<file path="config.mk">
export PLATFORM = sky130hd
export DESIGN_NAME = enode_sequencer
export DESIGN_NICKNAME = d
export VERILOG_FILES = /design/src/rtl/enode_pkg.sv /design/src/rtl/enode_gate.sv /design/src/rtl/enode_flag.sv /design/src/rtl/enode_fsm.sv /design/src/rtl/enode_sequencer.sv
export SDC_FILE = /design/constraint.sdc
export NUM_CORES = 1
export LEC_CHECK = 0
export BUFFER_PORTS_ARGS = -buffer_cell sky130_fd_sc_hd__buf_2
export CORE_ASPECT_RATIO = 1.4
export CORE_MARGIN = 1.5
export CORE_UTILIZATION = 48
export CTS_CLUSTER_DIAMETER = 200
export DETAILED_ROUTE_END_ITERATION = 7
export PLACE_DENSITY = 0.88
export SYNTH_ARGS = -nofsm -noshare
export SYNTH_HDL_FRONTEND = slang
export SYNTH_SLANG_ARGS = --single-unit
</file>
<file path="constraint.sdc">
create_clock -name clk -period 2 [get_ports clk]
set_clock_uncertainty 0.1 [all_clocks]
set_input_delay 0.2 -clock clk [delete_from_list [all_inputs] [get_ports clk]]
set_output_delay 0.2 -clock clk [all_outputs]
set_load 0.03 [all_outputs]
</file>
<file path="src/rtl/enode_pkg.sv">
package enode_pkg;

    localparam int STATE_W = 3;
    localparam int FLAG_W  = 3;
    localparam int NUM_OPS = 3;   // gated operations: sample, process, send

    typedef enum logic [STATE_W-1:0] {
        ST_IDLE    = 3'd0,
        ST_SAMPLE  = 3'd1,
        ST_PROCESS = 3'd2,
        ST_SEND    = 3'd3,
        ST_SAVE    = 3'd4
    } node_state_e;

    // One-hot task flag; bit order is part of the external encoding.
    typedef struct packed {
        logic sample;
        logic process;
        logic send;
    } task_flag_t;

    localparam task_flag_t FLAG_NONE    = '{sample: 1'b0, process: 1'b0, send: 1'b0};
    localparam task_flag_t FLAG_SAMPLE  = '{sample: 1'b1, process: 1'b0, send: 1'b0};
    localparam task_flag_t FLAG_PROCESS = '{sample: 1'b0, process: 1'b1, send: 1'b0};
    localparam task_flag_t FLAG_SEND    = '{sample: 1'b0, process: 1'b0, send: 1'b1};

    typedef struct packed {
        logic sample;
        logic process;
        logic send;
        logic save;
    } start_strobe_t;

    typedef struct packed {
        logic sample;
        logic process;
        logic send;
        logic save;
    } done_pulse_t;

    // Index of each gated operation inside the comparator array.
    localparam int OP_SAMPLE  = 0;
    localparam int OP_PROCESS = 1;
    localparam int OP_SEND    = 2;

    function automatic logic flag_is_none(input task_flag_t f);
        return (f == FLAG_NONE);
    endfunction

    function automatic node_state_e op_to_state(input int op);
        node_state_e s;
        case (op)
            OP_SAMPLE:  s = ST_SAMPLE;
            OP_PROCESS: s = ST_PROCESS;
            default:    s = ST_SEND;
        endcase
        return s;
    endfunction

    function automatic start_strobe_t strobe_for(input node_state_e s);
        start_strobe_t r;
        r = '0;
        case (s)
            ST_SAMPLE:  r.sample  = 1'b1;
            ST_PROCESS: r.process = 1'b1;
            ST_SEND:    r.send    = 1'b1;
            ST_SAVE:    r.save    = 1'b1;
            default:    r         = '0;
        endcase
        return r;
    endfunction

endpackage

</file>
<file path="src/rtl/enode_gate.sv">
module enode_gate
    import enode_pkg::*;
#(
    parameter int ENERGY_W = 8
) (
    input  logic [ENERGY_W-1:0] energy,
    input  logic [ENERGY_W-1:0] thr_sample,
    input  logic [ENERGY_W-1:0] thr_process,
    input  logic [ENERGY_W-1:0] thr_send,
    input  logic [ENERGY_W-1:0] thr_safe,
    input  task_flag_t          flag,
    output logic [NUM_OPS-1:0]  launch_ok,
    output logic                above_safe
);

    logic [ENERGY_W-1:0] thr_arr [NUM_OPS];
    logic [NUM_OPS-1:0]  want;

    always_comb begin
        thr_arr[OP_SAMPLE]  = thr_sample;
        thr_arr[OP_PROCESS] = thr_process;
        thr_arr[OP_SEND]    = thr_send;
        want[OP_SAMPLE]     = flag.sample;
        want[OP_PROCESS]    = flag.process;
        want[OP_SEND]       = flag.send;
    end

    // One strict comparator per gated operation.
    for (genvar g = 0; g < NUM_OPS; g++) begin : g_cmp
        assign launch_ok[g] = want[g] && (energy > thr_arr[g]);
    end

    assign above_safe = (energy > thr_safe);

endmodule

</file>
<file path="src/rtl/enode_flag.sv">
module enode_flag
    import enode_pkg::*;
(
    input  logic        clk,
    input  logic        rst,
    input  logic        pwr_low,
    input  logic        tick,
    input  node_state_e cur_state,
    input  done_pulse_t done,
    input  logic        need_send,
    output task_flag_t  flag
);

    task_flag_t flag_d;
    logic       op_write;

    always_comb begin
        flag_d   = flag;
        op_write = 1'b0;
        if (!pwr_low) begin
            case (cur_state)
                ST_SAMPLE: if (done.sample) begin
                    flag_d   = FLAG_PROCESS;
                    op_write = 1'b1;
                end
                ST_PROCESS: if (done.process) begin
                    flag_d   = need_send ? FLAG_SEND : FLAG_NONE;
                    op_write = 1'b1;
                end
                ST_SEND: if (done.send) begin
                    flag_d   = FLAG_NONE;
                    op_write = 1'b1;
                end
                default: op_write = 1'b0;
            endcase
            if (!op_write && tick && flag_is_none(flag)) begin
                flag_d = FLAG_SAMPLE;
            end
        end
    end

    always_ff @(posedge clk) begin
        if (rst) begin
            flag <= FLAG_NONE;
        end else begin
            flag <= flag_d;
        end
    end

endmodule

</file>
<file path="src/rtl/enode_fsm.sv">
module enode_fsm
    import enode_pkg::*;
(
    input  logic               clk,
    input  logic               rst,
    input  logic               pwr_low,
    input  logic [NUM_OPS-1:0] launch_ok,
    input  logic               above_safe,
    input  done_pulse_t        done,
    output node_state_e        state,
    output start_strobe_t      strobe
);

    node_state_e nxt;

    always_comb begin
        nxt = state;
        if (pwr_low) begin
            nxt = ST_SAVE;
        end else begin
            case (state)
                ST_IDLE: begin
                    // Flag is one-hot, so at most one launch bit is set.
                    for (int op = 0; op < NUM_OPS; op++) begin
                        if (launch_ok[op]) nxt = op_to_state(op);
                    end
                end
                ST_SAMPLE:  if (done.sample) nxt = ST_IDLE;
                ST_PROCESS: if (done.process || !above_safe) nxt = ST_IDLE;
                ST_SEND:    if (done.send || !above_safe) nxt = ST_IDLE;
                ST_SAVE:    if (done.save) nxt = ST_IDLE;
                default:    nxt = ST_IDLE;
            endcase
        end
    end

    always_ff @(posedge clk) begin
        if (rst) begin
            state  <= ST_IDLE;
            strobe <= '0;
        end else begin
            state  <= nxt;
            strobe <= (nxt != state) ? strobe_for(nxt) : '0;
        end
    end

endmodule

</file>
<file path="src/rtl/enode_sequencer.sv">
module enode_sequencer
    import enode_pkg::*;
#(
    parameter int ENERGY_W = 8
) (
    input  logic                clk,
    input  logic                rst,
    input  logic [ENERGY_W-1:0] energy,
    input  logic [ENERGY_W-1:0] thr_sample,
    input  logic [ENERGY_W-1:0] thr_process,
    input  logic [ENERGY_W-1:0] thr_send,
    input  logic [ENERGY_W-1:0] thr_safe,
    input  logic                tick,
    input  logic                pwr_low,
    input  logic                sample_done,
    input  logic                process_done,
    input  logic                need_send,
    input  logic                send_done,
    input  logic                save_done,
    output logic                start_sample,
    output logic                start_process,
    output logic                start_send,
    output logic                start_save,
    output logic [2:0]          state,
    output logic [2:0]          task_flag
);

    task_flag_t         flag_q;
    node_state_e        state_q;
    start_strobe_t      strobe_q;
    done_pulse_t        done_in;
    logic [NUM_OPS-1:0] launch_ok;
    logic               above_safe;

    always_comb begin
        done_in.sample  = sample_done;
        done_in.process = process_done;
        done_in.send    = send_done;
        done_in.save    = save_done;
    end

    enode_gate #(
        .ENERGY_W (ENERGY_W)
    ) u_gate (
        .energy      (energy),
        .thr_sample  (thr_sample),
        .thr_process (thr_process),
        .thr_send    (thr_send),
        .thr_safe    (thr_safe),
        .flag        (flag_q),
        .launch_ok   (launch_ok),
        .above_safe  (above_safe)
    );

    enode_fsm u_fsm (
        .clk        (clk),
        .rst        (rst),
        .pwr_low    (pwr_low),
        .launch_ok  (launch_ok),
        .above_safe (above_safe),
        .done       (done_in),
        .state      (state_q),
        .strobe     (strobe_q)
    );

    enode_flag u_flag (
        .clk       (clk),
        .rst       (rst),
        .pwr_low   (pwr_low),
        .tick      (tick),
        .cur_state (state_q),
        .done      (done_in),
        .need_send (need_send),
        .flag      (flag_q)
    );

    assign state         = state_q;
    assign task_flag     = flag_q;
    assign start_sample  = strobe_q.sample;
    assign start_process = strobe_q.process;
    assign start_send    = strobe_q.send;
    assign start_save    = strobe_q.save;

endmodule

</file>
Yosys cells after proc, flatten, opt, wreduce, memory -nomap -nowiden:

Cells that the tools add are included.

* magnitude comparators: 4
* equality and inequality tests: 12
* mux-type cells: 24
* bitwise operators: 2
* reductions and logical operators: 14

Operator list (number)
* 2-to-1 mux 3 bit: 12
* > comparator 8 bit: 4
* one-hot mux 3 bit (5 select lines): 1
* equality test 3 x 2 -> 1 bit (second input constant): 4
* 2-to-1 mux 1 bit: 9
* inequality test 3 x 2 -> 1 bit (second input constant): 3
* one-hot mux 3 bit (3 select lines): 1
* equality test 3 x 1 -> 1 bit (second input constant): 2
* equality test 3 bit (second input constant): 2
* zero test 3 bit: 2
* logical AND 1 bit: 5
* AND reduction 5 bit: 1
* nonzero test 4 bit: 1
* inequality test 3 bit: 1
* one-hot mux 1 bit (3 select lines): 1
* zero test 1 bit: 2
* logical OR 1 bit: 2
* NOT 1 bit: 2
* OR reduction 2 bit: 1

* bits in registers: 10
* input port bits: 49

Longest topological paths before layout:

* depth in word-level cells: 10
* mapped depth: 9
* gate-level depth less buffers: 9

By module:

A second synthesis with hierarchy kept.

* cell total of the unflattened synthesis: 167
* area, all modules: 1316.3 µm²

Modules (own cells, without submodules)
* enode_gate: instances 1, cells an instance 106, area each 778.2 µm², seq. area each 0.0 µm²
* enode_fsm: instances 1, cells an instance 44, area each 387.9 µm², seq. area each 140.1 µm²
* enode_flag: instances 1, cells an instance 17, area each 150.1 µm², seq. area each 60.1 µm²

Worst setup path before layout:

No wires, ideal clock.

* path type: flip-flop to flip-flop
* from: reg u_fsm.state[1]
* to: reg u_fsm.strobe[3] (netlist name)
* library setup time: 116 ps
* arrival: 1677 ps
* data required time: 1784 ps
* setup slack: 107 ps
* stages on the path, launching flop included: 9
* path buffers: 1
* period minus slack after synthesis: 1893 ps
* cells stage by stage: dfxtp_1 > buf_6 > nor2b_4 > o21ai_1 > a31o_1 > nor3b_2 > o2bb2ai_1 > nand2_1 > and4_1

* longest elaborated chain between the ends: 8

RTL lines
* start, declared: RTL line enode_fsm.sv:10 `output node_state_e state,`
* start signal, assigned: RTL line enode_fsm.sv:42 `state <= nxt;`
* 2-to-1 mux 3 bit (3 in a row): RTL line enode_fsm.sv:25 `if (launch_ok[op]) nxt = op_to_state(op);`
* one-hot mux 3 bit (5 select lines): RTL line enode_fsm.sv:21 `case (state)`
* 2-to-1 mux 3 bit: RTL line enode_fsm.sv:18 `if (pwr_low) begin`
* inequality test 3 bit: RTL line enode_fsm.sv:43 `strobe <= (nxt != state) ? strobe_for(nxt) : '0;`
* NOT 1 bit (no line)
* OR reduction 2 bit (no line)
* end signal, assigned: RTL line enode_fsm.sv:43
* end, declared: RTL line enode_fsm.sv:11 `output start_strobe_t strobe`

Several ways; a longest one is shown, not always the timed one.
A chain may end at the register's enable or synchronous reset.

Worst setup path in the final report:

* from: in energy[1]
* to: reg u_fsm.strobe[1] (netlist name)

* longest elaborated chain between the ends: 10

RTL lines
* start, declared: RTL line enode_sequencer.sv:8 `input logic [ENERGY_W-1:0] energy,`
* > comparator 8 bit: RTL line enode_gate.sv:30 `assign launch_ok[g] = want[g] && (energy > thr_arr[g]);`
* logical AND 1 bit: RTL line enode_gate.sv:30
* 2-to-1 mux 3 bit (3 in a row): RTL line enode_fsm.sv:25
* one-hot mux 3 bit (5 select lines) (*): RTL line enode_fsm.sv:21
* 2-to-1 mux 3 bit (*): RTL line enode_fsm.sv:18
* inequality test 3 bit: RTL line enode_fsm.sv:43
* NOT 1 bit (no line)
* OR reduction 2 bit (no line)

Mark *: on every way between the ends. The rest lies on a longest branch, timed or not.

==> flow_summary_export.csv <==
group,metric,value,unit
run_status,outcome,"complete, no violations",
grt,grt_pass1_vias,1425,
clocking,cts_buffers,3,
grt,grt_use_total,23.70,%
timing,slew_headroom,76.20,%
setup_path,path_class,"primary input to register",
grt,use_met2,43.50,%
floorplanning,die_height,65.78,um
worst_hold_path,hold_depth,2,
timing,rsz0062_at_grt,"no",
setup_path,crit_path_max_fanout,4,
clocking,cts_resized,0,
routing,drtIter0Drc,60,
timing,fmax,516.2,MHz
grt,grt.met1_usage,26.33,%
routing,wl_per_cell,12.68,um
placement,routabilityCongestion,0.8809,
grt,grt_overflow,0,
routing,drc,0,
synthesis,avgSynthCellArea,7.766,sq um
grt,top_usage_layer,"met2",
routing,antenna_left,0,
floorplanning,io-pin-count,59,
job,maxCapViolations,0,
timing,drv_slew,0,
setup_path,worstPathRequired,2.08,ns
cells_and_area,utilization,66.43,%
grt,grt_pass1_wl,5595,um
synthesis,seq_area_frac_synth,14.81,%
setup_path,reg2reg_depth,7,
synthesis,ys_ff_latch,10,
timing,tightest_slew,0.3546,ns
placement,port_buffers,58,
floorplanning,start_util,51.14,%
timing,setup-tns-final,0,ns
timing,hold_viol_final,0,
floorplanning,dieArea,3147,sq um
clocking,clock_latency,0.27,ns
timing,timing.final.crit_share,96.85,%
placement,dp_slack,-0.1600,ns
synthesis,synthDistinctLibCells,42,
cells_and_area,final_common_cell,"buf_2",
routing,first_pass_iters,4,
cells_and_area,layout.nets,322,
clocking,cts.sinks,10,
grt,antenna_found_initial,0,
worst_hold_path,min_path_type,"primary input to register",
synthesis,synthCells,174,
power_and_ir_drop,power.density,373.7,nW/um^2
cells_and_area,area_delta_synth_final,29.91,%
floorplanning,fp.dieW,47.84,um
cells_and_area,final_cell_mix,"58 x buf_2, 33 x inv_1, 32 x ha_1",
placement,dp_hpwl,2950,um
clocking,htreeDepth,1,
grt,grt_max_degree,12,
clocking,ctsRootBufferMaster,"clkbuf_4",
routing,drt_wl_total,3499,um
setup_path,crit_path_end_kind,"register",
power_and_ir_drop,vdd_ir_drop_max,0.3322,mV
synthesis,ys_warn_count,0,
synthesis,syn_area,1351,sq um
clocking,tritoncts,"done",
clocking,post_cts_buffers,0,
floorplanning,fp-row-count,22,
timing,period_needed,1.937,ns
cells_and_area,drive_gt1_share,32.50,%
clocking,ctsHoldBuffers,0,
clocking,cts_max_path_buffers,2,
setup_path,arrival,2.01,ns
power_and_ir_drop,p_leak,1.022,nW
routing,viasPerCell,5.417,
cells_and_area,diodes,0,
timing,setup_slack,0.06290,ns
synthesis,syn-num-nets,255,
timing,setup_viol,0,
grt,grtUsageMet3,2.732,%
floorplanning,coreArea,2643,sq um
clocking,clk_pin_slew_worst_paths,0.08,ns
routing,vias,1495,
setup_path,worstSetupStartpointType,"primary input",
## per-stage QoR
stage / hold slack [ns] / std cells / cell area, sq um / power [mW]
2_1_floorplan: 0.1724 / 174 / 1351 / 0.3655
3_3_place_gp: 0.3439 / 272 / 1719 / 0.4586
3_5_place_dp: 0.3562 / 272 / 1719 / 0.4684
4_1_cts: 0.05959 / 276 / 1755 / 0.6564
5_1_grt: 0.06782 / 276 / 1755 / 0.6988
6_report: 0.06796 / 276 / 1755 / 0.6560
## report_power, final
part,internal (mW),leakage [nW],switching [mW]
clock network,0.111,0.0210,0.0812
registers,0.204,0.0813,0.00327
logic,0.122,0.920,0.135
## registers in the layout, indices dropped and copies added (netlist names)
register,count
u_fsm.state,3
u_flag.flag,3
u_fsm.strobe,4
## kinds of logic after synthesis
| kind of cell | share of synthesized area [%] |
|---|---|
| xor+xnor | 0.6483 |
| flops | 14.81 |
| buf+inv | 11.20 |
| compound gates | 21.48 |
| fa+ha+maj | 29.63 |
| simple gates | 19.81 |
| mux | 2.407 |
## Yosys cell counts, drive strengths merged
cell / number / area, sq um
o21a: 1 / 7.510
o2bb2ai: 1 / 8.760
nor3: 4 / 20.02
nor4b: 1 / 8.760
and3b: 2 / 17.52
nand2b: 2 / 12.51
a211oi: 2 / 15.01
buf: 3 / 23.77
ha: 32 / 400.4
nor3b: 2 / 20.02
o32ai: 1 / 8.760
inv: 33 / 123.9
a22o: 1 / 10.01
o31ai: 1 / 12.51
and4: 1 / 8.760
a21o: 3 / 22.52
dfxtp: 10 / 200.2
a211o: 1 / 8.760
a21oi: 13 / 68.82
a31o: 1 / 8.760
xor2: 1 / 8.760
nor2b: 5 / 38.78
mux2i: 1 / 10.01
nand3: 2 / 10.01
o21bai: 2 / 15.01
o21ai: 8 / 40.04
nand4: 9 / 56.30
o211ai: 4 / 35.03
nor2: 11 / 41.29
mux2: 2 / 22.52
a21boi: 3 / 22.52
clkbuf: 1 / 3.750
a31oi: 1 / 6.260
nand2: 9 / 33.78
## layer usage
metal  part of all wire [%]  up-vias
li1                       -      751
met1                     41      682
met2                     53       53
met3                    4.4        9
met4                    1.7        0
met5                      0        -
## critical path, cell delays in order
cell and delay (ns):
buf_2 0.13, ha_1 0.31, nor2b_1 0.13, o211ai_1 0.15, a21oi_1 0.08, o21ai_1 0.31
a21boi_0 0.22, o21bai_1 0.27, and3b_1 0.21
## layout make-up
cell class | count | area, sq um
multi-input cells | 127 | 999.7
fillers | 248 | 887.1
repair buffers | 66 | 350.3
flip-flops and latches | 10 | 200.2
inverters | 33 | 123.9
well taps | 36 | 45.04
clock buffers | 4 | 36.28
## final timing paths
check | startpoint | endpoint | slack [ns]
worst max-delay path | energy[1] | u_fsm.strobe[1] | 0.06
worst min-delay path | rst | u_flag.flag[1] | 0.07
worst max register to register | u_fsm.state[1] | u_fsm.strobe[3] | 0.29
worst min register to register | u_flag.flag[2] | u_flag.flag[2] | 0.42
(Power assumes the default switching activity.)
